$ cat src/rtl/a429_tx_pkg.sv
package a429_tx_pkg;

  localparam int WORD_BITS  = 32;
  localparam int LABEL_BITS = 8;
  localparam int HALF_W     = 12;

  typedef struct packed {
    logic load;    // pop the FIFO head into the shift register
    logic shift;   // advance to the next serial bit
    logic active;  // drive the current bit this cycle
  } txStrobe_t;

  // Half-bit length in clock cycles for the selected clock and rate.
  function automatic logic [HALF_W-1:0] halfClocks(input logic [1:0] clkSel,
                                                   input logic [1:0] rateSel);
    logic [HALF_W-1:0] base;
    case (clkSel)
      2'd0:    base = HALF_W'(5);
      2'd1:    base = HALF_W'(50);
      2'd2:    base = HALF_W'(80);
      default: base = HALF_W'(100);
    endcase
    case (rateSel)
      2'd0:    return base;
      2'd1:    return base << 1;
      default: return base << 3;
    endcase
  endfunction

endpackage

$ cat src/rtl/a429_tx_fifo.sv
module a429_tx_fifo #(
  parameter int DEPTH = 4,
  parameter int W     = 32
) (
  input  logic         clk,
  input  logic         rstN,
  input  logic         wrEn,
  input  logic [W-1:0] wrData,
  input  logic         rdEn,
  output logic [W-1:0] rdData,
  output logic         full,
  output logic         empty,
  output logic         dropped
);

  localparam int PTR_W = (DEPTH > 1) ? $clog2(DEPTH) : 1;
  localparam int CNT_W = $clog2(DEPTH + 1);

  logic [W-1:0]     mem [DEPTH];
  logic [PTR_W-1:0] wrPtr, rdPtr;
  logic [CNT_W-1:0] count;
  logic             doWr, doRd;

  assign full   = (count == CNT_W'(DEPTH));
  assign empty  = (count == '0);
  assign doWr   = wrEn && !full;
  assign doRd   = rdEn && !empty;
  assign rdData = mem[rdPtr];

  always_ff @(posedge clk) begin
    if (doWr) mem[wrPtr] <= wrData;
  end

  always_ff @(posedge clk or negedge rstN) begin
    if (!rstN) begin
      wrPtr   <= '0;
      rdPtr   <= '0;
      count   <= '0;
      dropped <= 1'b0;
    end else begin
      dropped <= wrEn && full;
      if (doWr) wrPtr <= (wrPtr == PTR_W'(DEPTH - 1)) ? '0 : wrPtr + 1'b1;
      if (doRd) rdPtr <= (rdPtr == PTR_W'(DEPTH - 1)) ? '0 : rdPtr + 1'b1;
      case ({doWr, doRd})
        2'b10:   count <= count + 1'b1;
        2'b01:   count <= count - 1'b1;
        default: count <= count;
      endcase
    end
  end

  // occupancy never exceeds the depth
  p_no_overflow_r8: assert property (@(posedge clk) disable iff (!rstN)
    count <= CNT_W'(DEPTH));

  // the controller pops only a non-empty FIFO
  p_pop_nonempty_r8: assert property (@(posedge clk) disable iff (!rstN)
    rdEn |-> !empty);

  // a write into a full FIFO raises the drop pulse next cycle
  p_drop_flag_r9: assert property (@(posedge clk) disable iff (!rstN)
    (wrEn && full) |=> dropped);

endmodule

$ cat src/rtl/a429_tx_ctrl.sv
module a429_tx_ctrl
  import a429_tx_pkg::*;
#(
  parameter int GAP_BITS = 4
) (
  input  logic      clk,
  input  logic      rstN,
  input  logic      fifoEmpty,
  input  logic [1:0] clkSel,
  input  logic [1:0] rateSel,
  output logic      popEn,
  output txStrobe_t strobe
);

  localparam int MAX_IDX   = (WORD_BITS > GAP_BITS) ? WORD_BITS : GAP_BITS;
  localparam int BIT_IDX_W = $clog2(MAX_IDX);
  localparam int GAPC_W    = BIT_IDX_W + 1;

  typedef enum logic [1:0] {S_IDLE, S_SEND, S_GAP} txState_t;

  txState_t             state;
  logic [HALF_W-1:0]    halfLim, cnt;
  logic                 phase;
  logic [BIT_IDX_W-1:0] bitIdx;
  logic                 halfEnd, bitEnd;
  logic [GAPC_W-1:0]    gapSeen;
  logic                 sentAny;

  assign halfEnd = (cnt == halfLim - 1'b1);
  assign bitEnd  = halfEnd && phase;

  always_comb begin
    popEn         = (state == S_IDLE) && !fifoEmpty;
    strobe.load   = popEn;
    strobe.shift  = (state == S_SEND) && bitEnd;
    strobe.active = (state == S_SEND) && !phase;
  end

  always_ff @(posedge clk or negedge rstN) begin
    if (!rstN) begin
      state   <= S_IDLE;
      halfLim <= HALF_W'(5);
      cnt     <= '0;
      phase   <= 1'b0;
      bitIdx  <= '0;
    end else begin
      case (state)
        S_IDLE: begin
          if (popEn) begin
            halfLim <= halfClocks(clkSel, rateSel);
            cnt     <= '0;
            phase   <= 1'b0;
            bitIdx  <= '0;
            state   <= S_SEND;
          end
        end
        default: begin
          if (halfEnd) begin
            cnt   <= '0;
            phase <= ~phase;
            if (phase) begin
              if (state == S_SEND) begin
                if (bitIdx == BIT_IDX_W'(WORD_BITS - 1)) begin
                  bitIdx <= '0;
                  state  <= S_GAP;
                end else begin
                  bitIdx <= bitIdx + 1'b1;
                end
              end else begin
                if (bitIdx == BIT_IDX_W'(GAP_BITS - 1)) begin
                  bitIdx <= '0;
                  state  <= S_IDLE;
                end else begin
                  bitIdx <= bitIdx + 1'b1;
                end
              end
            end
          end else begin
            cnt <= cnt + 1'b1;
          end
        end
      endcase
    end
  end

  // Gap-length bookkeeping that only the assertion below reads.
  always_ff @(posedge clk or negedge rstN) begin
    if (!rstN) begin
      gapSeen <= '0;
      sentAny <= 1'b0;
    end else if (strobe.load) begin
      gapSeen <= '0;
      sentAny <= 1'b1;
    end else if (state == S_GAP && bitEnd) begin
      gapSeen <= gapSeen + 1'b1;
    end
  end

  // a new word starts only after the full null gap
  p_gap_min_r4: assert property (@(posedge clk) disable iff (!rstN)
    (strobe.load && sentAny) |-> (gapSeen >= GAPC_W'(GAP_BITS)));

endmodule

$ cat src/rtl/a429_tx_datapath.sv
module a429_tx_datapath
  import a429_tx_pkg::*;
(
  input  logic                 clk,
  input  logic                 rstN,
  input  txStrobe_t            strobe,
  input  logic [WORD_BITS-1:0] headWord,
  output logic                 legHi,
  output logic                 legLo
);

  logic [WORD_BITS-1:0] shiftReg;

  // Put odd parity in the top bit, then arrange the bits in line order.
  function automatic logic [WORD_BITS-1:0] lineOrder(input logic [WORD_BITS-1:0] w);
    logic [WORD_BITS-1:0] p;
    logic [WORD_BITS-1:0] s;
    p = {~^w[WORD_BITS-2:0], w[WORD_BITS-2:0]};
    for (int i = 0; i < WORD_BITS; i++) begin
      if (i < LABEL_BITS) s[i] = p[LABEL_BITS-1-i];
      else                s[i] = p[i];
    end
    return s;
  endfunction

  always_ff @(posedge clk or negedge rstN) begin
    if (!rstN) begin
      shiftReg <= '0;
      legHi    <= 1'b0;
      legLo    <= 1'b0;
    end else begin
      if (strobe.load)       shiftReg <= lineOrder(headWord);
      else if (strobe.shift) shiftReg <= shiftReg >> 1;
      legHi <= strobe.active &&  shiftReg[0];
      legLo <= strobe.active && !shiftReg[0];
    end
  end

  // the two legs are never driven together
  p_legs_exclusive_r2: assert property (@(posedge clk) disable iff (!rstN)
    !(legHi && legLo));

  // a freshly loaded word always carries an odd number of ones
  p_parity_odd_r5: assert property (@(posedge clk) disable iff (!rstN)
    $past(strobe.load) |-> (^shiftReg));

endmodule

$ cat src/rtl/a429_word_tx.sv
module a429_word_tx
  import a429_tx_pkg::*;
#(
  parameter int FIFO_DEPTH = 4,
  parameter int GAP_BITS   = 4
) (
  input  logic        clk,
  input  logic        rstN,
  input  logic        wrEn,
  input  logic [31:0] wrData,
  input  logic [1:0]  clkSel,
  input  logic [1:0]  rateSel,
  output logic        legHi,
  output logic        legLo,
  output logic        fifoFull,
  output logic        fifoEmpty,
  output logic        wrDropped
);

  logic                 popEn;
  logic [WORD_BITS-1:0] headWord;
  txStrobe_t            strobe;

  a429_tx_fifo #(.DEPTH(FIFO_DEPTH), .W(WORD_BITS)) u_fifo (
    .clk(clk), .rstN(rstN), .wrEn(wrEn), .wrData(wrData),
    .rdEn(popEn), .rdData(headWord),
    .full(fifoFull), .empty(fifoEmpty), .dropped(wrDropped)
  );

  a429_tx_ctrl #(.GAP_BITS(GAP_BITS)) u_ctrl (
    .clk(clk), .rstN(rstN), .fifoEmpty(fifoEmpty),
    .clkSel(clkSel), .rateSel(rateSel),
    .popEn(popEn), .strobe(strobe)
  );

  a429_tx_datapath u_dp (
    .clk(clk), .rstN(rstN), .strobe(strobe), .headWord(headWord),
    .legHi(legHi), .legLo(legLo)
  );

endmodule

$ cat config.mk
export PLATFORM = sky130hd
export DESIGN_NAME = a429_word_tx
export DESIGN_NICKNAME = d
export VERILOG_FILES = /design/src/rtl/a429_tx_pkg.sv /design/src/rtl/a429_tx_fifo.sv /design/src/rtl/a429_tx_ctrl.sv /design/src/rtl/a429_tx_datapath.sv /design/src/rtl/a429_word_tx.sv
export SDC_FILE = /design/constraint.sdc
export NUM_CORES = 1
export LEC_CHECK = 0
export BUFFER_PORTS_ARGS = -buffer_cell sky130_fd_sc_hd__buf_4
export CORE_MARGIN = 1.5
export CORE_UTILIZATION = 61
export DETAILED_ROUTE_END_ITERATION = 6
export GPL_TIMING_DRIVEN = 0
export PLACE_DENSITY = 0.86
export SYNTH_ARGS = -nofsm -noshare
export SYNTH_HDL_FRONTEND = slang
export SYNTH_SLANG_ARGS = --single-unit
$ cat constraint.sdc
create_clock -name clk -period 3.15 [get_ports clk]
set_input_delay 0.63 -clock clk [delete_from_list [all_inputs] [get_ports clk]]
set_output_delay 0.63 -clock clk [all_outputs]
set_load 0.1 [all_outputs]
# Word-level counts from Yosys, hierarchy flattened

Memories as Yosys holds them, arrays and structs flattened.
Index checks and enable logic that the tools add are counted.

$add $sub $neg: 7
Reduce and logical (&&, ||, !) cells: 27
Equal/unequal tests: 14
Multiplexer cells: 29
Bitwise operators: 1

Operator list:

| cell                    | count |
|---|---|
| $mux W32                | 2 |
| $mux W12                | 3 |
| $mux W5                 | 7 |
| $reduce_xnor A31 Y1     | 1 |
| $pmux W7 S3             | 1 |
| $pmux W10 S2            | 1 |
| $mux W2                 | 9 |
| $add A12 B1 Y12 const B | 1 |
| $eq A12 B12 Y1          | 1 |
| $sub A12 B1 Y12 const B | 1 |
| $logic_and A1 B1 Y1     | 9 |
| $eq A2 B1 Y1 const B    | 4 |
| $eq A2 B2 Y1 const B    | 4 |
| $reduce_bool A2 Y1      | 4 |
| $logic_not A2 Y1        | 3 |
| $pmux W3 S2             | 1 |
| $add A5 B1 Y5 const B   | 1 |
| $eq A5 B2 Y1 const B    | 1 |
| $eq A5 B5 Y1 const B    | 1 |
| $mux W1                 | 5 |
| $reduce_and A5 Y1       | 1 |
| $add A2 B1 Y2 const B   | 2 |
| $logic_not A1 Y1        | 4 |
| $reduce_and A2 Y1       | 2 |
| other kinds (9)         | 9 |

Memories: 1
Bits in registers: 74
Bits in writable memories: 128
Input bits: 39

Memories:

| memory     | words | width | rd ports | clocked after memory_dff | wr ports | RTL line           | text |
|---|---|---|---|---|---|---|---|
| u_fifo.mem | 4     | 32    | 1        | 0                        | 1        | a429_tx_fifo.sv:19 | `logic [W-1:0] mem [DEPTH];` |

# Logic depth before layout (Yosys ltp)

Gate-level depths: netlist of the first run.

Depth after elaboration: 6
Mapped depth: 11
Mapped depth without buffers: 9

# By module

A second synthesis of the first run with hierarchy kept.

Cells, all modules: 625
Area, all modules: 9066.2 µm²

By module, submodules not included:

| module           | seq. area each (µm²) | cells an instance | instances | area each (µm²) |
|---|---|---|---|---|
| a429_tx_fifo     | 4043.9               | 210               | 1         | 5154.9 |
| a429_tx_ctrl     | 753.2                | 247               | 1         | 2100.8 |
| a429_tx_datapath | 850.8                | 168               | 1         | 1810.5 |

# Worst setup path before layout of the first run

Ideal clock, no wire load.

Path type: flip-flop to flip-flop
From: reg u_fifo.count[0]
To: reg u_fifo.count[1]
Path buffers: 1
Path slack: -1060 ps
Data required time: 3067 ps
Arrival: 4127 ps
Library setup time: 83 ps
Cell stages (with the launch flop): 9
Cells stage by stage: dfrtp_1 -> nor3_1 -> nand2b_1 -> clkinv_1 -> clkbuf_1 -> ha_1 -> inv_1 -> fa_1 -> o21ai_0

Longest elaborated chain between the ends: 6
Elaborated cells between the ends (all ways): 13
Those cells by class: add/sub (2); eq/ne (3); mux (1); reduce/logical (7)

RTL lines:

| item                                              | RTL line                               | text |
|---|---|---|
| from (decl)                                       | a429_tx_fifo.sv:21                     | `logic [CNT_W-1:0] count;` |
| from (signal assigned)                            | a429_tx_fifo.sv:45                     | `2'b10: count <= count + 1'b1;` |
| from (signal assigned)                            | a429_tx_fifo.sv:46                     | `2'b01: count <= count - 1'b1;` |
| from (signal assigned)                            | a429_tx_fifo.sv:47                     | `default: count <= count;` |
| $logic_not A3 Y1 *                                | a429_tx_fifo.sv:25                     | `assign empty = (count == '0);` |
| named net fifoEmpty                               | a429_word_tx.sv:16                     | `output logic fifoEmpty,` |
| $logic_not A1 Y1 *                                | a429_tx_fifo.sv:27, a429_tx_ctrl.sv:33 |  |
| $logic_and A1 B1 Y1                               | a429_tx_ctrl.sv:33                     | `popEn = (state == S_IDLE) && !fifoEmpty;` |
| $logic_and A1 B1 Y1 *                             | a429_tx_fifo.sv:27                     | `assign doRd = rdEn && !empty;` |
| named net u_fifo.doRd                             | a429_tx_fifo.sv:22                     | `logic doWr, doRd;` |
| $eq A2 B1 Y1 or $eq A2 B2 Y1 (tied branches)      | a429_tx_fifo.sv:44                     | `case ({doWr, doRd})` |
| $pmux W3 S2 or $reduce_bool A2 Y1 (tied branches) | -                                      |  |

The timed path passes the listed nets; every way through them passes the cells marked *.
A chain may end at the register's enable or synchronous reset.

# Worst setup path after layout of the first run

From: reg u_ctrl.halfLim[0]
To: reg u_dp.shiftReg[21]

Longest elaborated chain between the ends: 5

RTL lines:

| item                         | RTL line               | text |
|---|---|---|
| from (decl)                  | a429_tx_ctrl.sv:22     | `logic [HALF_W-1:0] halfLim, cnt;` |
| from (signal assigned)       | a429_tx_ctrl.sv:50     | `halfLim <= halfClocks(clkSel, rateSel);` |
| $sub A12 B1 Y12              | a429_tx_ctrl.sv:29     | `assign halfEnd = (cnt == halfLim - 1'b1);` |
| $eq A12 B12 Y1               | a429_tx_ctrl.sv:29     |  |
| $logic_and A1 B1 Y1          | a429_tx_ctrl.sv:30     | `assign bitEnd = halfEnd && phase;` |
| $logic_and A1 B1 Y1          | a429_tx_ctrl.sv:35     | `strobe.shift = (state == S_SEND) && bitEnd;` |
| $reduce_bool A2 Y1 (no line) | -                      |  |
| to (signal assigned)         | a429_tx_datapath.sv:32 | `if (strobe.load) shiftReg <= lineOrder(headWord);` |
| to (signal assigned)         | a429_tx_datapath.sv:33 | `else if (strobe.shift) shiftReg <= shiftReg >> 1;` |
| to (decl)                    | a429_tx_datapath.sv:12 | `logic [WORD_BITS-1:0] shiftReg;` |

Every way passes these cells.

==> run summary, run 1 <==
Fin Clk Skew: 0.0148 ns
Final Hold Vio Count: 0
Primary FF master, synth: edfxtp_1
met3 usage: 4.94%
fin nets: 733
internal power: 6460 uW
initial antenna violation count: 0
largest net degree at the start of global routing: 73
Worst R2R Start: u_ctrl.halfLim[0]
post-DR vias/cell: 6.21
Critical Path End Type: flip-flop
final WL: 17.6 mm
Slew @ Worst Pin: 0.890 ns
first-pass GRT wire length: 28.2 mm
footprint of the multi-input gates: 3100 sq um
IO Pins: 44
Setup TNS: 0 ns
CTS tree: done
Sequential Power Share: 37.4%
sink count of the clock tree: 196
Worst VDD drop: 0.000732 V
Net Switching: 3830 uW
clk slew on worst S/H paths: 0.08 ns
vias in the first global route: 5564
Final period util: 96.0%
P_leak: 0.00401 uW
wire length per cell: 20.2 microns
die width: 123 microns
register area: 5530 sq um
hold crit path type: in -> async
core area: 14000 sq um
crit-path max cell delay: 0.57 ns
Syn Area/Cell: 14.3 sq um
GRT Total Usage: 25.2%
grt ovf: 0
DP Worst Slack: -0.101 ns
critical path data arrival time: 3.32 ns
CTS root buf: clkbuf_16
post-route ant nets: 0
register bit total from synthesis: 196
Max clock buf depth: 2
sw frac: 37.2%
Power Dens Cells: 1030 nW/um^2
Clk network pwr share: 21.0%
final setup vio count: 0
combinational share of power: 41.6%
Distinct cells, synth: 55
area grow syn2layout: 13.6%
TritonRoute pass-1 iters: 5
critical-path cell list: buf_4, or4_4, nor4_4, a31oi_1, or4_1, clkbuf_4, buf_6, mux2i_2, o21ai_1
Hold Buf Count CTS: 0
starting density of the core: 62.8%
Top delay family on crit path: simple AND/OR/NAND/NOR gates
Die H: 123 microns
1st-iter DRT viols: 441
# diodes: 0
sequential area share after synthesis: 62.9%
fmax: 0.331 GHz
count of input and output buffers: 42
Clk Latency, worst-skew pair: 0.44 ns
fraction of registers with async set/reset: 36.7%
Max Slew Vio Count: 0
status: completed
share of cells above drive strength 1: 19.9%
worst-path fanout max: 10
GRT Max-Usage Layer: met2
R2R Setup Slk: 0.13 ns
Synthesized Nets: 670
Hold Slack: 0.288 ns
dpl hpwl: 11.5 mm
FF-to-FF End: u_dp.shiftReg[21]
Max-Cap Viols: 0
DR vias: 5413
synthesized cell area: 8780 sq um
total CTS buffers: 17
final worst path period need: 3.02 ns
filler cell count: 884
met2 Use GR: 42.5%
CP Data Required Time: 3.45 ns
CP max stage cell: or4_4
DRC viols: 0
M1 GR Usage: 31.5%
Final GP Congestion: 0.842
Setup CP Type: reg -> reg
Post-synth EDFFs: 124
Worst slew margin: 40.7%
DIE AREA: 15100 sq um
H-tree Lvls: 4
Worst setup SP type: flip-flop
Std-Cell Rows: 43
final worst setup slack: 0.126 ns
worst path bufs/invs: 3
cells on worst reg2reg path: 9
Ys Warns: 0
Synth Instances: 616
-- placed cells by master (no fill, tap or decap), drive strengths merged, types with 2 or more instances in the layout --
cell,instances
nor4,4
a21oi,6
nor2b,3
o211ai,2
dfrtp,70
xnor2,31
o2111ai,3
o21ai,62
or3,2
and2,2
ha,14
nor3,12
nand2b,4
xor2,11
a31oi,3
mux4,31
clkbuf,38
nand2,56
clkinv,5
nand3,10
mux2i,36
dfstp,2
mux2,3
nand4b,2
a21o,13
edfxtp,124
inv,24
nor3b,11
or4,3
o31ai,5
nand3b,3
and3,13
buf,53
nor2,15
-- repair_timing --
item	in CTS	in global routing
setup buffers	0	2
pin swaps	1	3
gates resized for setup	2	6
endpoints found under the setup margin	11	44
-- routing by layer --
layer	share of wire [%]	up-vias
met4	3.2	0
met3	4.3	46
met2	50	191
met1	42	2737
met5	0	-
li1	-	2439
-- worst reg2reg max path, delay by kind of cell, from the launching register on --
| family | cells | cell delay, ns |
|---|---|---|
| muxes | 1 | 0.21 |
| and+or+nand+nor | 3 | 1.43 |
| buffers and inverters | 3 | 0.50 |
| AOI/OAI and AO/OA | 2 | 0.35 |
| DFF | 1 | 0.38 |
-- sequential cells by signal (all words and copies together) (netlist names) --
signal,count
u_fifo.mem,124
u_dp.shiftReg,32
u_ctrl.cnt,12
u_ctrl.halfLim,10
u_ctrl.bitIdx,5
u_fifo.count,3
u_ctrl.state,2
u_fifo.rdPtr,2
u_fifo.wrPtr,2
u_ctrl.phase,1
u_dp.legHi,1
u_dp.legLo,1
u_fifo.dropped,1
-- how the worst max path moves through the flow --
stage / depth (start not counted) / slack, ns / to / start
after floorplan: 10 / 0.34 / u_fifo.count[2] / u_fifo.count[1]
after global placement: 10 / -0.02 / u_ctrl.cnt[11] / u_ctrl.halfLim[0]
after detailed placement: 10 / -0.10 / u_ctrl.cnt[11] / u_ctrl.halfLim[0]
after CTS: 11 / 0.11 / u_dp.shiftReg[21] / u_ctrl.halfLim[0]
after global routing: 9 / -0.01 / u_ctrl.bitIdx[2] / u_ctrl.halfLim[1]
final: 9 / 0.13 / u_dp.shiftReg[21] / u_ctrl.halfLim[0]
-- area by class of cell --
cell class / count / area share, %
inverter: 17 / 0.640
clock inverter: 13 / 1.56
tap: 180 / 2.26
buffer: 28 / 1.39
timing repair buffer: 44 / 3.31
multi-input combinational: 375 / 31.1
sequential: 196 / 55.4
clock buffer: 19 / 4.34
-- power by group through the flow --
stage          clock network [uW]  registers [uW]  logic [uW]
2_1_floorplan                   0            3880        3150
5_1_grt                      2280            3910        4640
6_report                     2160            3850        4280
4_1_cts                      2180            3840        4240
3_3_place_gp                    0            3830        3950
3_5_place_dp                    0            3890        4180
-- through the flow --
stage	total power (uW)	cells	util [%]	cell area [sq um]
2_1_floorplan	7030	616	-	8800
3_3_place_gp	7790	838	66.7	9340
3_5_place_dp	8060	838	66.8	9340
4_1_cts	10300	870	71.1	9940
5_1_grt	10800	872	71.3	9980
6_report	10300	872	71.3	9980
-- Yosys cell counts (all sizes together) (12+ instances only) --
cell | n | area share, %
mux4 | 31 | 7.9
mux2i | 36 | 4.1
ha | 14 | 2.0
nand2 | 56 | 2.4
edfxtp | 124 | 42
xnor2 | 31 | 3.1
and3 | 13 | 0.93
clkbuf | 18 | 0.77
nor2 | 15 | 0.64
nor3 | 12 | 0.68
inv | 16 | 0.68
dfrtp | 70 | 20
o21ai | 62 | 3.5
a21o | 13 | 1.1
-- kinds of logic (layout without fill, tap and decap cells) --
kind of cell,Yosys count,after routing,synth area share [%]
AOI/OAI and AO/OA,103,103,7.14
xor gates and xnor gates,43,43,4.44
adders and majority gates,15,15,2.22
buffers and inverters,45,121,2.28
DFF,196,196,62.9
muxes,70,70,12.4
and+or+nand+nor,144,144,8.56
Note: power is estimated with default switching activity, not from simulation.
==> inputs of run 2 (changes only) <==
--- a/config.mk
+++ b/config.mk
@@ -13,2 +13,3 @@
 export PLACE_DENSITY = 0.86
+export SETUP_SLACK_MARGIN = 0.5
 export SYNTH_ARGS = -nofsm -noshare
==> constraint.sdc (replaced) <==
create_clock -name clk -period 3.15 [get_ports clk]
set_input_delay 0.315 -clock clk [delete_from_list [all_inputs] [get_ports clk]]
set_output_delay 0.315 -clock clk [all_outputs]
set_load 0.1 [all_outputs]
==> run 2 against run 1 <==
Against the previous run: critical path depth rose by 1; hold slack got worse by 0.28 ns; maximum frequency rose by 8.8%; combinational power rose by 21%; cell count rose by 3.1%; count of clock-buffer cells in the layout fell by 2; first-iteration DRC count fell by 7.5%; global-route usage rose by 0.91 points; critical path type unchanged; critical endpoint is now u_ctrl.bitIdx[3].
==> run summary, run 2 (synthesis gave the netlist of run 1 again) <==
Max-Cap Viols: 0 (unchanged)
vias in the first global route: 5663 (was 5564)
filler cell count: 747 (was 884)
Final period util: 88.3% (was 96.0%)
critical path data arrival time: 3.09 ns (was 3.32 ns)
status: completed (unchanged)
Clk Latency, worst-skew pair: 0.43 ns (was 0.44 ns)
Worst VDD drop: 0.000687 V (was 0.000732 V)
area grow syn2layout: 21.8% (was 13.6%)
worst-path fanout max: 4 (was 10)
unrepaired setup endpoints after global routing: yes
post-route ant nets: 0 (unchanged)
Hold Slack: 0.00887 ns (was 0.288 ns)
die width: 123 microns (unchanged)
Setup TNS: 0 ns (unchanged)
DIE AREA: 15100 sq um (unchanged)
H-tree Lvls: 4 (unchanged)
Worst setup SP type: flip-flop (unchanged)
total CTS buffers: 17 (unchanged)
GRT Total Usage: 26.1% (was 25.2%)
Fin Clk Skew: 0.00963 ns (was 0.0148 ns)
CP max stage cell: or4_4 (unchanged)
most frequent cells in the layout: edfxtp_1 (124), dfrtp_1 (69), buf_4 (57) (was edfxtp_1 (124), dfrtp_1 (70), nand2_1 (56))
placed insts: 838 (unchanged)
share of cells above drive strength 1: 30.6% (was 19.9%)
grt ovf: 0 (unchanged)
largest net degree at the start of global routing: 73 (unchanged)
final worst path period need: 2.78 ns (was 3.02 ns)
max FFs per register: 124 (unchanged)
Regs by FF count: u_fifo.mem (124), u_dp.shiftReg (32), u_ctrl.cnt (12) (unchanged)
footprint of the multi-input gates: 3470 sq um (was 3100 sq um)
dpl hpwl: 11.5 mm (about the same)
P_leak: 0.00424 uW (was 0.00401 uW)
Top delay family on crit path: simple AND/OR/NAND/NOR gates (unchanged)
Power Dens Cells: 1040 nW/um^2 (was 1030 nW/um^2)
DR vias: 5645 (was 5413)
Hold Buf Count CTS: 0 (unchanged)
final WL: 19.6 mm (was 17.6 mm)
Tot Pwr: 11100 uW (was 10300 uW)
register area: 5530 sq um (about the same)
CP Data Required Time: 3.46 ns (was 3.45 ns)
most frequent CP cell: buf_6
hold crit path type: in -> async (unchanged)
initial antenna violation count: 0 (unchanged)
Slew @ Worst Pin: 0.912 ns (was 0.890 ns)
# diodes: 0 (unchanged)
worst path bufs/invs: 3 (unchanged)
Final GP Congestion: 0.837 (was 0.842)
Std-Cell Rows: 43 (unchanged)
wire length per cell: 21.8 microns (was 20.2 microns)
IO Pins: 44 (unchanged)
core area: 14000 sq um (unchanged)
CTS tree: done (unchanged)
clk slew on worst S/H paths: 0.07 ns (was 0.08 ns)
sink count of the clock tree: 196 (unchanged)
Max clock buf depth: 2 (unchanged)
non-filler cells, final: 899 (was 872)
TritonRoute pass-1 iters: 5 (unchanged)
fin nets: 760 (was 733)
final setup vio count: 0 (unchanged)
Max Slew Vio Count: 0 (unchanged)
1st-iter DRT viols: 408 (was 441)
Top reg by flops: u_fifo.mem (unchanged)
critical-path cell list: buf_6, or4_4, nor4_4, buf_4, xor2_2, o2111ai_2, o31ai_4, buf_6, mux2i_1, o21ai_1 (was buf_4, or4_4, nor4_4, a31oi_1, or4_1, clkbuf_4, buf_6, mux2i_2, o21ai_1)
Die H: 123 microns (unchanged)
Worst slew margin: 39.2% (was 40.7%)
first-pass GRT wire length: 28.9 mm (was 28.2 mm)
post-DR vias/cell: 6.28 (was 6.21)
starting density of the core: 62.8% (unchanged)
Setup CP Type: reg -> reg (unchanged)
Critical Path End Type: flip-flop (unchanged)
count of input and output buffers: 42 (unchanged)
fmax: 0.360 GHz (was 0.331 GHz)
CTS root buf: clkbuf_16 (unchanged)
DRC viols: 0 (unchanged)
Final Hold Vio Count: 0 (unchanged)
leading cell type in the layout, fill and taps excluded: edfxtp_1 (unchanged)
crit-path max cell delay: 0.56 ns (was 0.57 ns)
==> run 2: layout make-up <==
| class | instances | share of cell area, % |
|---|---|---|
| flip-flops and latches | 196 | 51.7 |
| multi-input cells | 375 | 32.4 |
| repair buffers | 71 | 5.86 |
| clock buffers | 17 | 3.98 |
| plain buffers | 28 | 2.18 |
| well taps | 180 | 2.11 |
| clock inverters | 15 | 1.15 |
| inverters | 17 | 0.643 |
==> run 2: power breakdown <==
group          switching [uW]  internal, uW  total [uW]
Combinational            2840          2370        5200
Clock                     974          1030        2000
Sequential                445          3460        3910
==> run 2: per-stage QoR <==
step	instance area [sq um]	utilization, %	setup slack [ns]
after floorplan	8850	-	0.498
after global placement	9390	67.1	0.0104
final	10700	76.5	0.369
after CTS	10200	73.2	0.456
after global routing	10700	76.5	0.280
after detailed placement	9390	67.1	-0.0499
==> run 2: timing repair <==
| action | 4_1_cts | 5_1_grt |
|---|---|---|
| buffers inserted | 12 | 12 |
| gates cloned | 0 | 5 |
| setup endpoints to repair | 52 | 52 |
| gates resized for setup | 45 | 70 |
| pin swaps | 11 | 36 |
==> run 2: path summary, 6_finish.rpt <==
kind | start | to | slack (ns) | cells after the start
min in group clk | wrData[9] | u_fifo.mem[0][9] | 0.08 | 1
hold reg to reg | u_dp.shiftReg[0] | u_dp.legLo | 0.48 | 1
setup reg to reg | u_ctrl.halfLim[0] | u_ctrl.bitIdx[3] | 0.37 | 10
setup / recovery | u_ctrl.halfLim[0] | u_ctrl.bitIdx[3] | 0.37 | 10
max in group asynchronous | rstN | u_ctrl.halfLim[1] | 2.50 | 1
hold / removal | rstN | u_ctrl.cnt[11] | 0.009 | 1
==> run 2: metal layers <==
metal  share of wire (%)  routed length [microns]  track usage, %  up-vias
li1                    -                        -               -     2504
met1                  37                     7270            31.0     2825
met2                  53                    10400            45.0      245
met3                 5.9                     1150            6.46       71
met4                 3.7                      726            12.1        0
met5                   0                        0               0        -
==> inputs of run 3 (changes only) <==
Settings changed: PLACE_DENSITY 0.86 to 0.79.
Clock period 3.15 ns to 2.95 ns, I/O delays scaled along.
==> run 3 against run 2 <==
Against the previous run: the flow now finishes with violations (negative hold slack); global-route usage is 1.2 points lower; cell count is the same; sequential cell count is the same; utilization is 0.33 points higher; power is 7.6% higher; critical path type unchanged; die area did not move; register-to-register slack got worse by 0.24 ns; non-clock buffer count stayed put; via count fell by 2.0%.
==> run summary, run 3 (synthesis gave the netlist of run 1 again) <==
status: finished with violations (was completed)
failing checks: negative hold slack
Crit path depth: 12 (was 10)
unrepaired setup endpoints after global routing: yes (unchanged)
1st-iter DRT viols: 357 (was 408)
Regs by FF count: u_fifo.mem (124), u_dp.shiftReg (32), u_ctrl.cnt (12) (unchanged)
CP max stage cell: dfstp_2 (was or4_4)
filler cell count: 788 (was 747)
met3 usage: 4.98% (was 6.46%)
Worst slew margin: 39.9% (was 39.2%)
CP Data Required Time: 3.24 ns (was 3.46 ns)
Clk Latency, worst-skew pair: 0.43 ns (about the same)
Max clock buf depth: 2 (unchanged)
most frequent cells in the layout: edfxtp_1 (124), dfrtp_1 (69), buf_4 (62) (was edfxtp_1 (124), dfrtp_1 (69), buf_4 (57))
post-DR vias/cell: 6.15 (was 6.28)
share of cells above drive strength 1: 30.6% (unchanged)
end of the critical path: u_dp.shiftReg[27] (was u_ctrl.bitIdx[3])
Power Dens Cells: 1110 nW/um^2 (was 1040 nW/um^2)
die width: 123 microns (unchanged)
TritonRoute pass-1 iters: 5 (unchanged)
H-tree Lvls: 4 (unchanged)
CTS tree: done (unchanged)
Worst R2R Start: u_ctrl.halfLim[0] (unchanged)
Critical Path End Type: flip-flop (unchanged)
Worst VDD drop: 0.000708 V (was 0.000687 V)
clk slew on worst S/H paths: 0.07 ns (about the same)
Hold Slack: -0.0141 ns (was 0.00887 ns)
Worst setup SP type: flip-flop (unchanged)
DR vias: 5533 (was 5645)
worst-path fanout max: 8 (was 4)
dpl hpwl: 11.3 mm (was 11.5 mm)
post-route ant nets: 0 (unchanged)
largest net degree at the start of global routing: 73 (unchanged)
initial antenna violation count: 0 (unchanged)
count of input and output buffers: 42 (unchanged)
Final period util: 95.5% (was 88.3%)
total CTS buffers: 17 (unchanged)
Top delay family on crit path: simple AND/OR/NAND/NOR gates (unchanged)
core area: 14000 sq um (unchanged)
final worst path period need: 2.82 ns (was 2.78 ns)
Max Slew Vio Count: 0 (unchanged)
Final Hold Vio Count: 10 (was 0)
Tot Pwr: 12000 uW (was 11100 uW)
GRT Total Usage: 24.9% (was 26.1%)
P_leak: 0.00432 uW (was 0.00424 uW)
final WL: 18.7 mm (was 19.6 mm)
Setup CP Type: reg -> reg (unchanged)
met2 Use GR: 44.0% (was 45.0%)
first-pass GRT wire length: 27.7 mm (was 28.9 mm)
Top reg by flops: u_fifo.mem (unchanged)
Setup TNS: 0 ns (unchanged)
hold crit path type: in -> async (unchanged)
Slew @ Worst Pin: 0.902 ns (was 0.912 ns)
Final GP Congestion: 0.828 (was 0.837)
DRC viols: 0 (unchanged)
crit-path max cell delay: 0.61 ns (was 0.56 ns)
cells on worst reg2reg path: 12 (was 10)
starting density of the core: 62.8% (unchanged)
worst path bufs/invs: 4 (was 3)
grt ovf: 0 (unchanged)
critical path data arrival time: 3.11 ns (was 3.09 ns)
CTS root buf: clkbuf_16 (unchanged)
Fin Clk Skew: 0.00961 ns (was 0.00963 ns)
Die H: 123 microns (unchanged)
Std-Cell Rows: 43 (unchanged)
wire length per cell: 20.8 microns (was 21.8 microns)
Max-Cap Viols: 0 (unchanged)
IO Pins: 44 (unchanged)
R2R Setup Slk: 0.13 ns (was 0.37 ns)
leading cell type in the layout, fill and taps excluded: edfxtp_1 (unchanged)
fin nets: 760 (unchanged)
DIE AREA: 15100 sq um (unchanged)
GRT Max-Usage Layer: met2 (unchanged)
footprint of the multi-input gates: 3460 sq um (was 3470 sq um)
fmax: 0.355 GHz (was 0.360 GHz)
vias in the first global route: 5414 (was 5663)
register area: 5530 sq um (unchanged)
# diodes: 0 (unchanged)
max FFs per register: 124 (unchanged)
critical-path cell list: inv_2, ha_4, xnor3_1, a32oi_2, nor3_2, buf_4, nand3_2, or4_4, buf_12, clkbuf_16, mux2i_1, o21ai_1 (was buf_6, or4_4, nor4_4, buf_4, xor2_2, o2111ai_2, o31ai_4, buf_6, mux2i_1, o21ai_1)
sink count of the clock tree: 196 (unchanged)
M1 GR Usage: 30.6% (was 31.0%)
area grow syn2layout: 22.3% (was 21.8%)
start point of the critical path: u_ctrl.halfLim[0] (unchanged)
final setup vio count: 0 (unchanged)
FF-to-FF End: u_dp.shiftReg[27] (was u_ctrl.bitIdx[3])
## run 3: per-stage QoR
stage / cells / instance area, sq um / worst slack (ns) / hold WS [ns] / utilization, %
4_1_cts: 882 / 10300 / 0.227 / 0.0270 / 73.6
2_1_floorplan: 616 / 8930 / 0.285 / -0.000591 / -
3_3_place_gp: 838 / 9480 / 0.199 / 0.461 / 67.7
3_5_place_dp: 838 / 9480 / 0.137 / 0.469 / 67.8
6_report: 899 / 10700 / 0.131 / -0.0141 / 76.8
5_1_grt: 899 / 10700 / 0.0687 / 0.0460 / 76.8
## run 3: layout make-up
type | instances | share of cell area (%)
clock inverters | 13 | 1.55
multi-input cells | 375 | 32.2
repair buffers | 71 | 5.73
flip-flops and latches | 196 | 51.5
well taps | 180 | 2.10
clock buffers | 19 | 4.03
inverters | 17 | 0.641
plain buffers | 28 | 2.28
## run 3: how the worst min path moves through the flow
stage	from	endpoint	cells after the start
finish	rstN	u_ctrl.cnt[7]	1
global route	rstN	u_ctrl.cnt[8]	1
CTS	rstN	u_ctrl.cnt[7]	1
detailed placement	u_dp.shiftReg[0]	u_dp.legLo	1
global placement	u_dp.shiftReg[0]	u_dp.legLo	1
floorplan	rstN	u_ctrl.bitIdx[0]	0
## run 3: layer usage
metal	up-vias	routed length, microns	part of all wire, %
li1	2501	-	-
met1	2815	7370	39
met2	185	10100	54
met3	32	816	4.4
met4	0	425	2.3
met5	-	0	0
## run 3: what timing repair did
| item | CTS | global route |
|---|---|---|
| setup endpoints to repair | 51 | 52 |
| buffers inserted | 12 | 12 |
| resized for setup | 33 | 65 |
| pin swaps | 7 | 29 |
| gates cloned | 0 | 5 |
| hold buffers | 0 | 0 |
## run 3: worst register-to-register path: stages, from the launching register on
cell,delay [ns]
dfstp_2,0.61
inv_2,0.07
ha_4,0.16
xnor3_1,0.25
a32oi_2,0.15
nor3_2,0.11
buf_4,0.15
nand3_2,0.07
or4_4,0.52
buf_12,0.17
clkbuf_16,0.16
mux2i_1,0.18
o21ai_1,0.08
## run 3: power breakdown
group | switching, uW | internal, uW | total [uW]
combinational | 2950 | 2520 | 5480
clock | 1040 | 1280 | 2320
sequential | 465 | 3700 | 4160
total | 4460 | 7500 | 12000
